--- config.mk ---
export PLATFORM = sky130hd
export DESIGN_NAME = gated_tick_counter
export DESIGN_NICKNAME = d
export VERILOG_FILES = /design/src/rtl/gtc_pkg.sv /design/src/rtl/gtc_sync.sv /design/src/rtl/gtc_gate_cond.sv /design/src/rtl/gtc_counter.sv /design/src/rtl/gated_tick_counter.sv
export SDC_FILE = /design/constraint.sdc
export NUM_CORES = 1
export LEC_CHECK = 0
export ABC_AREA = 1
export BUFFER_PORTS_ARGS = -buffer_cell sky130_fd_sc_hd__buf_4
export CORE_ASPECT_RATIO = 1.4
export CORE_UTILIZATION = 52
export DETAILED_ROUTE_END_ITERATION = 12
export PLACE_DENSITY = 0.94
export REMOVE_ABC_BUFFERS = 1
export SLEW_MARGIN = 30
export SYNTH_ARGS = -nofsm -noshare
export SYNTH_HDL_FRONTEND = slang
export SYNTH_SLANG_ARGS = --single-unit
--- constraint.sdc ---
create_clock -name clk -period 2.8 [get_ports clk]
set_input_delay 0.28 -clock clk [delete_from_list [all_inputs] [get_ports clk]]
set_output_delay 0.28 -clock clk [all_outputs]
set_load 0.01 [all_outputs]
--- src/rtl/gtc_pkg.sv ---
package gtc_pkg;
  typedef struct packed {
    logic en;
    logic pol;
    logic toggle;
    logic pulse;
  } gate_cfg_t;
endpackage

--- src/rtl/gtc_sync.sv ---
module gtc_sync #(
  parameter int STAGES = 2
) (
  input  logic clk,
  input  logic rst,
  input  logic d,
  output logic q
);
  logic [STAGES-1:0] sr;

  always_ff @(posedge clk) begin
    if (rst) sr <= '0;
    else     sr <= {sr[STAGES-2:0], d};
  end

  assign q = sr[STAGES-1];
endmodule

--- src/rtl/gtc_gate_cond.sv ---
module gtc_gate_cond
  import gtc_pkg::*;
(
  input  logic      clk,
  input  logic      rst,
  input  logic      din,
  input  gate_cfg_t cfg,
  input  logic      go_wr,
  input  logic      flag_clr,
  input  logic      irq_en,
  output logic      level,
  output logic      go,
  output logic      flag,
  output logic      irq
);
  logic pol_in, pol_q, rise_in;
  logic tgl, tgl_n;
  logic base_c, base_q;
  logic lvl_n, fall, go_n, flag_n;

  always_comb begin
    pol_in  = din ^ cfg.pol;
    rise_in = pol_in & ~pol_q;
    tgl_n   = cfg.toggle ? (tgl ^ rise_in) : 1'b0;
    base_c  = cfg.toggle ? tgl : pol_in;

    if (!cfg.pulse)  lvl_n = base_c;
    else if (level)  lvl_n = base_c;
    else             lvl_n = go & base_c & ~base_q;

    fall = level & ~lvl_n;

    if (!cfg.pulse || !cfg.en) go_n = 1'b0;
    else if (fall)             go_n = 1'b0;
    else if (go_wr)            go_n = 1'b1;
    else                       go_n = go;

    if (fall)          flag_n = 1'b1;
    else if (flag_clr) flag_n = 1'b0;
    else               flag_n = flag;
  end

  always_ff @(posedge clk) begin
    if (rst) begin
      pol_q  <= 1'b0;
      tgl    <= 1'b0;
      base_q <= 1'b0;
      level  <= 1'b0;
      go     <= 1'b0;
      flag   <= 1'b0;
      irq    <= 1'b0;
    end else begin
      pol_q  <= pol_in;
      tgl    <= tgl_n;
      base_q <= base_c;
      level  <= lvl_n;
      go     <= go_n;
      flag   <= flag_n;
      irq    <= flag_n & irq_en;
    end
  end
endmodule

--- src/rtl/gtc_counter.sv ---
module gtc_counter #(
  parameter int CNT_W = 16
) (
  input  logic             clk,
  input  logic             rst,
  input  logic             tick_en,
  input  logic             gate_en,
  input  logic             level,
  input  logic             load_wr,
  input  logic [CNT_W-1:0] load_val,
  output logic [CNT_W-1:0] count
);
  localparam logic [CNT_W-1:0] ONE = {{(CNT_W-1){1'b0}}, 1'b1};
  logic inc;

  assign inc = tick_en & (~gate_en | level);

  always_ff @(posedge clk) begin
    if (rst)          count <= '0;
    else if (load_wr) count <= load_val;
    else if (inc)     count <= count + ONE;
  end
endmodule

--- src/rtl/gated_tick_counter.sv ---
module gated_tick_counter
  import gtc_pkg::*;
#(
  parameter int CNT_W       = 16,
  parameter int SYNC_STAGES = 2
) (
  input  logic             clk,
  input  logic             rst,
  input  logic             tick_en,
  input  logic             gate_raw,
  input  logic             gate_en,
  input  logic             gate_pol,
  input  logic             toggle_mode,
  input  logic             pulse_mode,
  input  logic             go_wr,
  input  logic             flag_clr,
  input  logic             irq_en,
  input  logic             load_wr,
  input  logic [CNT_W-1:0] load_val,
  output logic [CNT_W-1:0] count,
  output logic             gate_level,
  output logic             go_busy,
  output logic             gate_flag,
  output logic             irq
);
  logic      gate_s;
  gate_cfg_t cfg;

  assign cfg = '{en: gate_en, pol: gate_pol, toggle: toggle_mode, pulse: pulse_mode};

  gtc_sync #(.STAGES(SYNC_STAGES)) u_sync (
    .clk(clk), .rst(rst), .d(gate_raw), .q(gate_s)
  );

  gtc_gate_cond u_cond (
    .clk(clk), .rst(rst), .din(gate_s), .cfg(cfg), .go_wr(go_wr),
    .flag_clr(flag_clr), .irq_en(irq_en), .level(gate_level),
    .go(go_busy), .flag(gate_flag), .irq(irq)
  );

  gtc_counter #(.CNT_W(CNT_W)) u_cnt (
    .clk(clk), .rst(rst), .tick_en(tick_en), .gate_en(gate_en),
    .level(gate_level), .load_wr(load_wr), .load_val(load_val), .count(count)
  );
endmodule

==> results of run 1 <==
power by group through the flow:
stage	sequential (mW)	clock [mW]	combinational, mW
final	0.399	0.169	0.141
after global routing	0.402	0.181	0.159
after CTS	0.398	0.166	0.143
after detailed placement	0.406	0	0.142
after global placement	0.405	0	0.139
after floorplan	0.409	0	0.0604
cells by family after synthesis:
group	Yosys count	share of synthesized area (%)
AOI/OAI and AO/OA	35	15.2
xor gates and xnor gates	4	2.48
adders and majority gates	1	0.885
buffers and inverters	32	9.20
DFF	25	35.4
and+or+nand+nor	118	36.8
sequential cells by signal, summed over array words and instances, names as in the netlist:
name,cells
u_cond.go,1
u_cond.irq,1
u_cnt.count,16
u_cond.tgl,1
u_sync.sr,2
u_cond.base_q,1
u_cond.pol_q,1
u_cond.flag,1
u_cond.level,1
layout make-up:
type,count,area [um2],share of cell area [%]
Tap cell,36,45.0,2.49
Sequential cell,25,500,27.7
Inverter,27,101,5.60
Clock buffer,4,26.3,1.45
Timing Repair Buffer,47,353,19.5
Multi-Input combinational cell,158,783,43.3
worst reg2reg max path, stage by stage (launching register included):
cell,delay [ns]
dfxtp_1,0.46
ha_1,0.23
nand2_2,0.09
nor2_4,0.16
nand2_2,0.09
xor2_1,0.15
a21oi_1,0.14
nor2_1,0.06
through the flow:
step | area, um2 | utilization [%] | std cells | hold WS, ns | setup WS, ns
floorplan | 1390 | - | 210 | 0.342 | 1.45
global placement | 1780 | 68.9 | 293 | 0.391 | 1.45
detailed placement | 1780 | 68.9 | 293 | 0.401 | 1.35
CTS | 1810 | 69.9 | 297 | 0.152 | 1.33
global route | 1810 | 69.9 | 297 | 0.142 | 1.22
finish | 1810 | 69.9 | 297 | 0.134 | 1.32
layer usage:
layer  wire length, um  track usage (%)
met5                 0                0
met4                59             11.8
met3               176             5.16
met2              1800             45.4
met1              1360             28.0
cell usage after synthesis (3+ instances only):
cell type	instances
a21oi_1	9
a31oi_1	6
dfxtp_1	25
inv_1	24
inv_2	3
nand2_1	62
nand2_2	4
nand3_1	9
nand4_1	5
nor2_1	30
nor2_4	4
o21ai_0	10
xor2_1	4
worst paths after layout:
check | startpoint | to | slack [ns] | cells past startpoint
worst max-delay path | u_cnt.count[0]$_SDFFE_PP0P_ | u_cnt.count[8]$_SDFFE_PP0P_ | 1.32 | 7
worst min-delay path | gate_raw | u_sync.sr[0]$_SDFF_PP0_ | 0.13 | 3
worst max register to register | u_cnt.count[0]$_SDFFE_PP0P_ | u_cnt.count[8]$_SDFFE_PP0P_ | 1.32 | 7
worst min register to register | u_sync.sr[0]$_SDFF_PP0_ | u_sync.sr[1]$_SDFF_PP0_ | 0.42 | 2
==> flow_metrics.env, run 1 <==
export IMPL_outcome="finished clean"
export IMPL_cts_max_level=1
export IMPL_grt_usage_pct=25.9
export IMPL_dr_pass1_iters=4
export IMPL_finalClockSkew_ns=0.00171
export IMPL_wl_per_cell_um=11.4
export IMPL_antenna_found_initial=0
export IMPL_synth_avg_cell_area_um2=6.58
export IMPL_power_per_cell_area_mw_per_mm2=392
export IMPL_synth_flop_cell="dfxtp_1"
export IMPL_worstPathRequired_ns=3.04
export IMPL_slowest_delay_ns=0.46
export IMPL_via_count=1543
export IMPL_yosys_area_top_type="dfxtp_1"
export IMPL_die_w_um=46.1
export IMPL_post_cts_resized=0
export IMPL_cts_buffers=3
export IMPL_setup_tns_ns=0
export IMPL_drv_cap=0
export IMPL_grt_pass1_vias=1498
export IMPL_drive_gt1_share_pct=26.1
export IMPL_crit_chain="ha_1 > nand2_2 > nor2_4 > nand2_2 > xor2_1 > a21oi_1 > nor2_1"
export IMPL_fillers=249
export IMPL_p_leak_nw=0.810
export IMPL_ant_nets=0
export IMPL_p_switching_uw=207
export IMPL_crit_path_frequent_cell="nand2_2"
export IMPL_portBuffers=47
export IMPL_path_delay_family="flip-flops"
export IMPL_routed_via_density=5.20
export IMPL_placementRows=22
export IMPL_syn2layout_area_growth_pct=28.0
export IMPL_dieArea_mm2=0.00293
export IMPL_rsz0062_at_grt="no"
export IMPL_core_mm2=0.00259
export IMPL_cts_setup_buffers=0
export IMPL_cts_root_buf="clkbuf_4"
export IMPL_seqPwrFrac_pct=56.2
export IMPL_hold_viol=0
export IMPL_max_freq_mhz=675
export IMPL_synth_area_top_cells="dfxtp_1, nand2_1, nor2_1"
export IMPL_clock_sinks=25
export IMPL_final_common_cell="nand2_1"
export IMPL_path_clk_slew_ns=0.13
export IMPL_grt_pass1_wl_mm=5.74
export IMPL_dieHeight_um=63.7
export IMPL_grt_max_degree=23
export IMPL_relSlewSlack_pct=76.9
export IMPL_post_route_drc_count=0
export IMPL_syn_area_mm2=0.00141
export IMPL_switching_share_pct=29.2
export IMPL_worst_pin_slew_ns=0.345
export IMPL_synth_cells=215
export IMPL_cp_end_kind="flop"
export IMPL_critPathMaxFanout=5
export IMPL_timing_final_crit_share_pct=52.9
export IMPL_start_kind="flop"
export IMPL_cts_tree="done"
export IMPL_final_cell_mix="nand2_1, buf_4, nor2_1"
export IMPL_p_int_uw=502
export IMPL_synth_seq_cells=25
export IMPL_critical_path_class="flop to flop"
export IMPL_synth_edf_count=0
export IMPL_clockBufferDepth=2
export IMPL_holdBufCountCts=0
export IMPL_ir_drop_mv=0.363
export IMPL_slew_violations=0
export IMPL_dpl_hpwl_mm=2.50
export IMPL_min_period_ns=1.48
export IMPL_drt_total_wl_mm=3.39
export IMPL_crit_path_top_delay_cell="dfxtp_1"
export IMPL_place_congestion=0.845
export IMPL_yosysSeqAreaShare_pct=35.4
export IMPL_fin_nets=291
export IMPL_hold_path_class="input pin to flop"
export IMPL_cp_data_arrival_time_ns=1.72
export IMPL_diodes=0
export IMPL_yosysTopAreaCellShare_pct=35.4
export IMPL_insertion_delay_ns=0.33
export IMPL_synth_cell_type_count=29
export IMPL_grt_overflow=0
export IMPL_yosysWarningCount=0
export IMPL_setup_viol=0
export IMPL_initial_utilization_pct=54.6
export IMPL_comb_power_share_pct=19.9
export IMPL_drt_initial_drc_count=40
export IMPL_cp_num_buf_inv=0
export IMPL_async_flop_share_pct=0
export IMPL_top_level_ports=48
export IMPL_design_power_total_uw=710
export IMPL_pwr_share_clk_pct=23.8
(Power assumes the default switching activity.)
==> run 2, diff against run 1 <==
--- a/config.mk
+++ b/config.mk
@@ -8,9 +8,9 @@
 export ABC_AREA = 1
 export BUFFER_PORTS_ARGS = -buffer_cell sky130_fd_sc_hd__buf_4
 export CORE_ASPECT_RATIO = 1.4
-export CORE_UTILIZATION = 52
+export CORE_UTILIZATION = 45
 export DETAILED_ROUTE_END_ITERATION = 12
-export PLACE_DENSITY = 0.94
+export PLACE_DENSITY = 0.88
 export REMOVE_ABC_BUFFERS = 1
 export SLEW_MARGIN = 30
 export SYNTH_ARGS = -nofsm -noshare
==> constraint.sdc (replaced) <==
create_clock -name clk -period 1.2 [get_ports clk]
set_input_delay 0.12 -clock clk [delete_from_list [all_inputs] [get_ports clk]]
set_output_delay 0.12 -clock clk [all_outputs]
set_load 0.01 [all_outputs]
==> flow_metrics.env, run 2 (synthesized netlist as in run 1, its figures left out) <==
export IMPL_outcome="finished with violations"
export IMPL_violations="setup timing"
export IMPL_dpl_cell_area_mm2=0.00194
export IMPL_final_cells=322
export IMPL_fin_nets=315
export IMPL_dr_pass1_iters=4
export IMPL_cts_buffers=3
export IMPL_clock_sinks=25
export IMPL_max_freq_mhz=761
export IMPL_via_count=1659
export IMPL_antenna_found_initial=0
export IMPL_place_congestion=0.930
export IMPL_largest_register="u_cnt.count"
export IMPL_cp_data_arrival_time_ns=1.47
export IMPL_finalClockSkew_ns=0.00857
export IMPL_critPathMaxFanout=5
export IMPL_design_power_total_mw=1.89
export IMPL_setup_tns_ns=-0.329
export IMPL_setup_slack_ns=-0.115
export IMPL_drv_cap=0
export IMPL_multi_input_area_um2=848
export IMPL_placementRows=23
export IMPL_final_common_cell="buf_4"
export IMPL_clockBufferDepth=2
export IMPL_power_per_cell_area_mw_per_mm2=889
export IMPL_slew_violations=0
export IMPL_grt_overflow=0
export IMPL_cts_root_buf="clkbuf_8"
export IMPL_hold_path_class="input pin to flop"
export IMPL_fillers=235
export IMPL_diodes=0
export IMPL_rsz0062_at_grt="yes"
export IMPL_cts_tree="done"
export IMPL_dieHeight_um=68.3
export IMPL_die_w_um=49.4
export IMPL_place_inst=313
export IMPL_grt_usage_pct=25.4
export IMPL_critical_path_class="flop to flop"
export IMPL_pwr_share_clk_pct=27.1
export IMPL_insertion_delay_ns=0.27
export IMPL_wl_per_cell_um=13.5
export IMPL_drt_initial_drc_count=72
export IMPL_worstPathRequired_ns=1.35
export IMPL_min_period_ns=1.31
export IMPL_top_level_ports=48
export IMPL_ant_nets=0
export IMPL_core_mm2=0.00294
export IMPL_hold_viol=0
export IMPL_design_area_mm2=0.00212
export IMPL_p_leak_nw=0.969
export IMPL_start_kind="flop"
export IMPL_grt_max_degree=23
export IMPL_final_cell_mix="buf_4, nand2_1, nor2_1"
export IMPL_grt_pass1_wl_mm=6.59
export IMPL_routed_via_density=5.15
export IMPL_ir_drop_mv=0.875
export IMPL_cts_max_level=1
export IMPL_cp_end_kind="flop"
export IMPL_post_route_drc_count=0
export IMPL_p_switching_uw=538
export IMPL_holdBufCountCts=0
export IMPL_setup_viol=7
export IMPL_grt_pass1_vias=1537
export IMPL_p_int_mw=1.35
export IMPL_seq_area_um2=523
export IMPL_largestRegisters="u_cnt.count: 16 flops, u_sync.sr: 2 flops"
export IMPL_path_clk_slew_ns=0.09
export IMPL_portBuffers=47
export IMPL_worst_pin_slew_ns=0.263
export IMPL_timing_final_crit_share_pct=110
export IMPL_drt_total_wl_mm=4.34
export IMPL_largest_register_ffs=16
export IMPL_syn2layout_area_growth_pct=50.0
export IMPL_seqPwrFrac_pct=49.1
export IMPL_post_place_ws_ns=-0.0830
export IMPL_initial_utilization_pct=48.2
export IMPL_drive_gt1_share_pct=39.3
export IMPL_dpl_hpwl_mm=2.87
export IMPL_relSlewSlack_pct=82.5
export IMPL_comb_power_share_pct=23.8
export IMPL_switching_share_pct=28.6
export IMPL_dieArea_mm2=0.00337
## run 2: worst paths after layout
path / startpoint / endpoint / slack (ns) / cells after the start
max: u_cnt.count[0]$_SDFFE_PP0P_ / u_cnt.count[8]$_SDFFE_PP0P_ / -0.11 / 7
max reg2reg: u_cnt.count[0]$_SDFFE_PP0P_ / u_cnt.count[8]$_SDFFE_PP0P_ / -0.11 / 7
min: gate_raw / u_sync.sr[0]$_SDFF_PP0_ / 0.06 / 3
min reg2reg: u_sync.sr[0]$_SDFF_PP0_ / u_sync.sr[1]$_SDFF_PP0_ / 0.42 / 2
## run 2: power by group through the flow
| stage | Combinational, mW | Sequential [mW] | Clock (mW) |
|---|---|---|---|
| 2_1_floorplan | 0.141 | 0.955 | 0 |
| 3_3_place_gp | 0.393 | 0.932 | 0 |
| 3_5_place_dp | 0.403 | 0.934 | 0 |
| 4_1_cts | 0.415 | 0.923 | 0.507 |
| 5_1_grt | 0.489 | 0.933 | 0.542 |
| 6_report | 0.448 | 0.925 | 0.511 |
## run 2: routing by layer
layer / up-vias / part of all wire, % / GRT usage [%]
met5: - / 0 / 0
met4: 0 / 2.4 / 10.4
met1: 744 / 37 / 27.9
met2: 74 / 54 / 49.3
li1: 829 / - / -
met3: 12 / 6.2 / 3.11
## run 2: critical path: stages (launching register included)
cell and delay [ns]:
dfxtp_4 0.38, ha_4 0.16, nand2_4 0.07, nor2_4 0.15, nand2_2 0.09, xor2_1 0.15
a21oi_1 0.13, nor2_1 0.06
## run 2: what timing repair did
item | CTS | global route
setup endpoints to repair | 10 | 17
gates resized for setup | 12 | 22
gates cloned | 0 | 0
pin swaps | 5 | 9
setup buffers | 1 | 4
## run 2: through the flow
step / utilization (%) / hold slack, ns
after floorplan: - / 0.182
after global placement: 66.1 / 0.326
after detailed placement: 66.1 / 0.343
after CTS: 69.4 / 0.0634
after global routing: 72.3 / 0.0630
final: 72.3 / 0.0613
## run 2: cell type report
class,count,area share [%]
clock buffer,4,2.12
multi-input combinational,158,40.0
tap,37,2.18
inverter,27,4.78
timing repair buffer,71,26.3
sequential,25,24.7
==> run 3, diff against run 2 <==
--- a/config.mk
+++ b/config.mk
@@ -9,6 +9,7 @@
 export BUFFER_PORTS_ARGS = -buffer_cell sky130_fd_sc_hd__buf_4
 export CORE_ASPECT_RATIO = 1.4
 export CORE_UTILIZATION = 45
+export CTS_BUF_LIST = sky130_fd_sc_hd__clkbuf_8 sky130_fd_sc_hd__clkbuf_16
 export DETAILED_ROUTE_END_ITERATION = 12
 export PLACE_DENSITY = 0.88
 export REMOVE_ABC_BUFFERS = 1
==> flow_metrics.env, run 3 (synthesized netlist as in run 1, its figures left out) <==
export IMPL_cts_max_level=1
export IMPL_top_level_ports=48
export IMPL_power_per_cell_area_mw_per_mm2=884
export IMPL_cp_end_kind="flop"
export IMPL_min_period_ns=1.30
export IMPL_grt_pass1_wl_mm=6.59
export IMPL_portBuffers=47
export IMPL_p_switching_uw=538
export IMPL_clockBufferDepth=2
export IMPL_cts_buffers=3
export IMPL_wl_per_cell_um=13.6
export IMPL_ir_drop_mv=0.857
export IMPL_diodes=0
export IMPL_largestRegisters="u_cnt.count: 16 flops, u_sync.sr: 2 flops"
export IMPL_place_congestion=0.930
export IMPL_cp_data_arrival_time_ns=1.45
export IMPL_clock_sinks=25
export IMPL_path_clk_slew_ns=0.09
export IMPL_outcome="finished with violations"
export IMPL_drv_cap=0
export IMPL_dpl_hpwl_mm=2.87
export IMPL_slowest_delay_ns=0.37
export IMPL_violations="setup timing"
export IMPL_fillers=235
export IMPL_worst_pin_slew_ns=0.270
export IMPL_antenna_found_initial=0
export IMPL_grt_usage_pct=25.4
export IMPL_dr_pass1_iters=4
export IMPL_setup_tns_ns=-0.308
export IMPL_drt_initial_drc_count=55
export IMPL_seqPwrFrac_pct=49.4
export IMPL_largest_register="u_cnt.count"
export IMPL_cts_root_buf="clkbuf_8"
export IMPL_timing_final_crit_share_pct=109
export IMPL_dieArea_mm2=0.00337
export IMPL_drive_gt1_share_pct=39.3
export IMPL_insertion_delay_ns=0.27
export IMPL_final_cell_mix="buf_4, nand2_1, nor2_1"
export IMPL_comb_power_share_pct=24.0
export IMPL_seq_area_um2=523
export IMPL_rsz0062_at_grt="yes"
export IMPL_largest_register_ffs=16
export IMPL_cts_tree="done"
export IMPL_slew_violations=0
export IMPL_switching_share_pct=28.7
export IMPL_p_int_mw=1.34
export IMPL_syn2layout_area_growth_pct=50.0
export IMPL_dieHeight_um=68.3
export IMPL_final_common_cell="buf_4"
export IMPL_crit_chain="ha_4 > nand2_4 > nor2_4 > nand2_2 > xor2_1 > a21oi_1 > nor2_1"
export IMPL_via_count=1669
export IMPL_fin_nets=315
export IMPL_max_freq_mhz=767
export IMPL_multi_input_area_um2=848
export IMPL_grt_max_degree=23
export IMPL_placementRows=23
export IMPL_hold_viol=0
export IMPL_critical_path_class="flop to flop"
export IMPL_relSlewSlack_pct=82.0
export IMPL_grt_overflow=0
export IMPL_routed_via_density=5.18
export IMPL_grt_pass1_vias=1537
export IMPL_critPathMaxFanout=5
export IMPL_core_mm2=0.00294
export IMPL_worstPathRequired_ns=1.35
export IMPL_fin_hold_ws_ns=0.0639
export IMPL_setup_viol=7
export IMPL_finalClockSkew_ns=0.00699
export IMPL_holdBufCountCts=0
export IMPL_initial_utilization_pct=48.2
export IMPL_ant_nets=0
export IMPL_drt_total_wl_mm=4.37
export IMPL_die_w_um=49.4
export IMPL_start_kind="flop"
export IMPL_crit_path_top_delay_cell="dfxtp_4"
export IMPL_design_power_total_mw=1.88
export IMPL_post_route_drc_count=0
export IMPL_setup_slack_ns=-0.104
export IMPL_hold_path_class="input pin to flop"
export IMPL_p_leak_nw=0.973
export IMPL_post_place_ws_ns=-0.0830
export IMPL_pwr_share_clk_pct=26.7
## run 3: cell type report
cell class / instances / share of cell area (%)
flip-flops and latches: 25 / 24.7
clock buffers: 3 / 1.95
inverters: 27 / 4.78
repair buffers: 71 / 26.3
clock inverters: 1 / 0.177
multi-input cells: 158 / 40.0
well taps: 37 / 2.18
## run 3: per-layer routing
layer / global-route usage [%] / routed length, um / vias up
met2: 49.3 / 2380 / 73
met1: 27.9 / 1670 / 760
met5: 0 / 0 / -
met3: 3.11 / 242 / 9
met4: 10.4 / 80 / 0
li1: - / - / 827
## run 3: power by group through the flow
stage | Clock (mW) | Sequential (mW) | Combinational (mW)
after floorplan | 0 | 0.955 | 0.141
after global placement | 0 | 0.932 | 0.393
after detailed placement | 0 | 0.934 | 0.403
after CTS | 0.499 | 0.923 | 0.415
after global routing | 0.534 | 0.933 | 0.489
final | 0.500 | 0.926 | 0.450
## run 3: worst paths after layout
kind                                                   from                     endpoint  slack (ns)  cells past startpoint
worst max-delay path            u_cnt.count[0]$_SDFFE_PP0P_  u_cnt.count[8]$_SDFFE_PP0P_       -0.10                      7
worst min-delay path                               gate_raw      u_sync.sr[0]$_SDFF_PP0_        0.06                      3
worst max register to register  u_cnt.count[0]$_SDFFE_PP0P_  u_cnt.count[8]$_SDFFE_PP0P_       -0.10                      7
worst min register to register      u_sync.sr[0]$_SDFF_PP0_      u_sync.sr[1]$_SDFF_PP0_        0.42                      2
## run 3: worst max-delay path: cells and delay by family (launching register included)
kind	cells	cell delay, ns
xor+xnor	1	0.15
compound gates	1	0.13
fa+ha+maj	1	0.16
flops	1	0.37
simple gates	4	0.37
## run 3: metrics by stage
stage / utilization [%] / cell area, um2 / instances
2_1_floorplan: - / 1390 / 210
3_3_place_gp: 66.1 / 1940 / 313
3_5_place_dp: 66.1 / 1940 / 313
4_1_cts: 69.4 / 2040 / 318
5_1_grt: 72.3 / 2120 / 322
6_report: 72.3 / 2120 / 322
## run 3: timing repair
action,4_1_cts,5_1_grt
pin swaps,5,9
setup endpoints to repair,10,17
gates resized for setup,12,22
cloned,0,0
buffers inserted,1,4
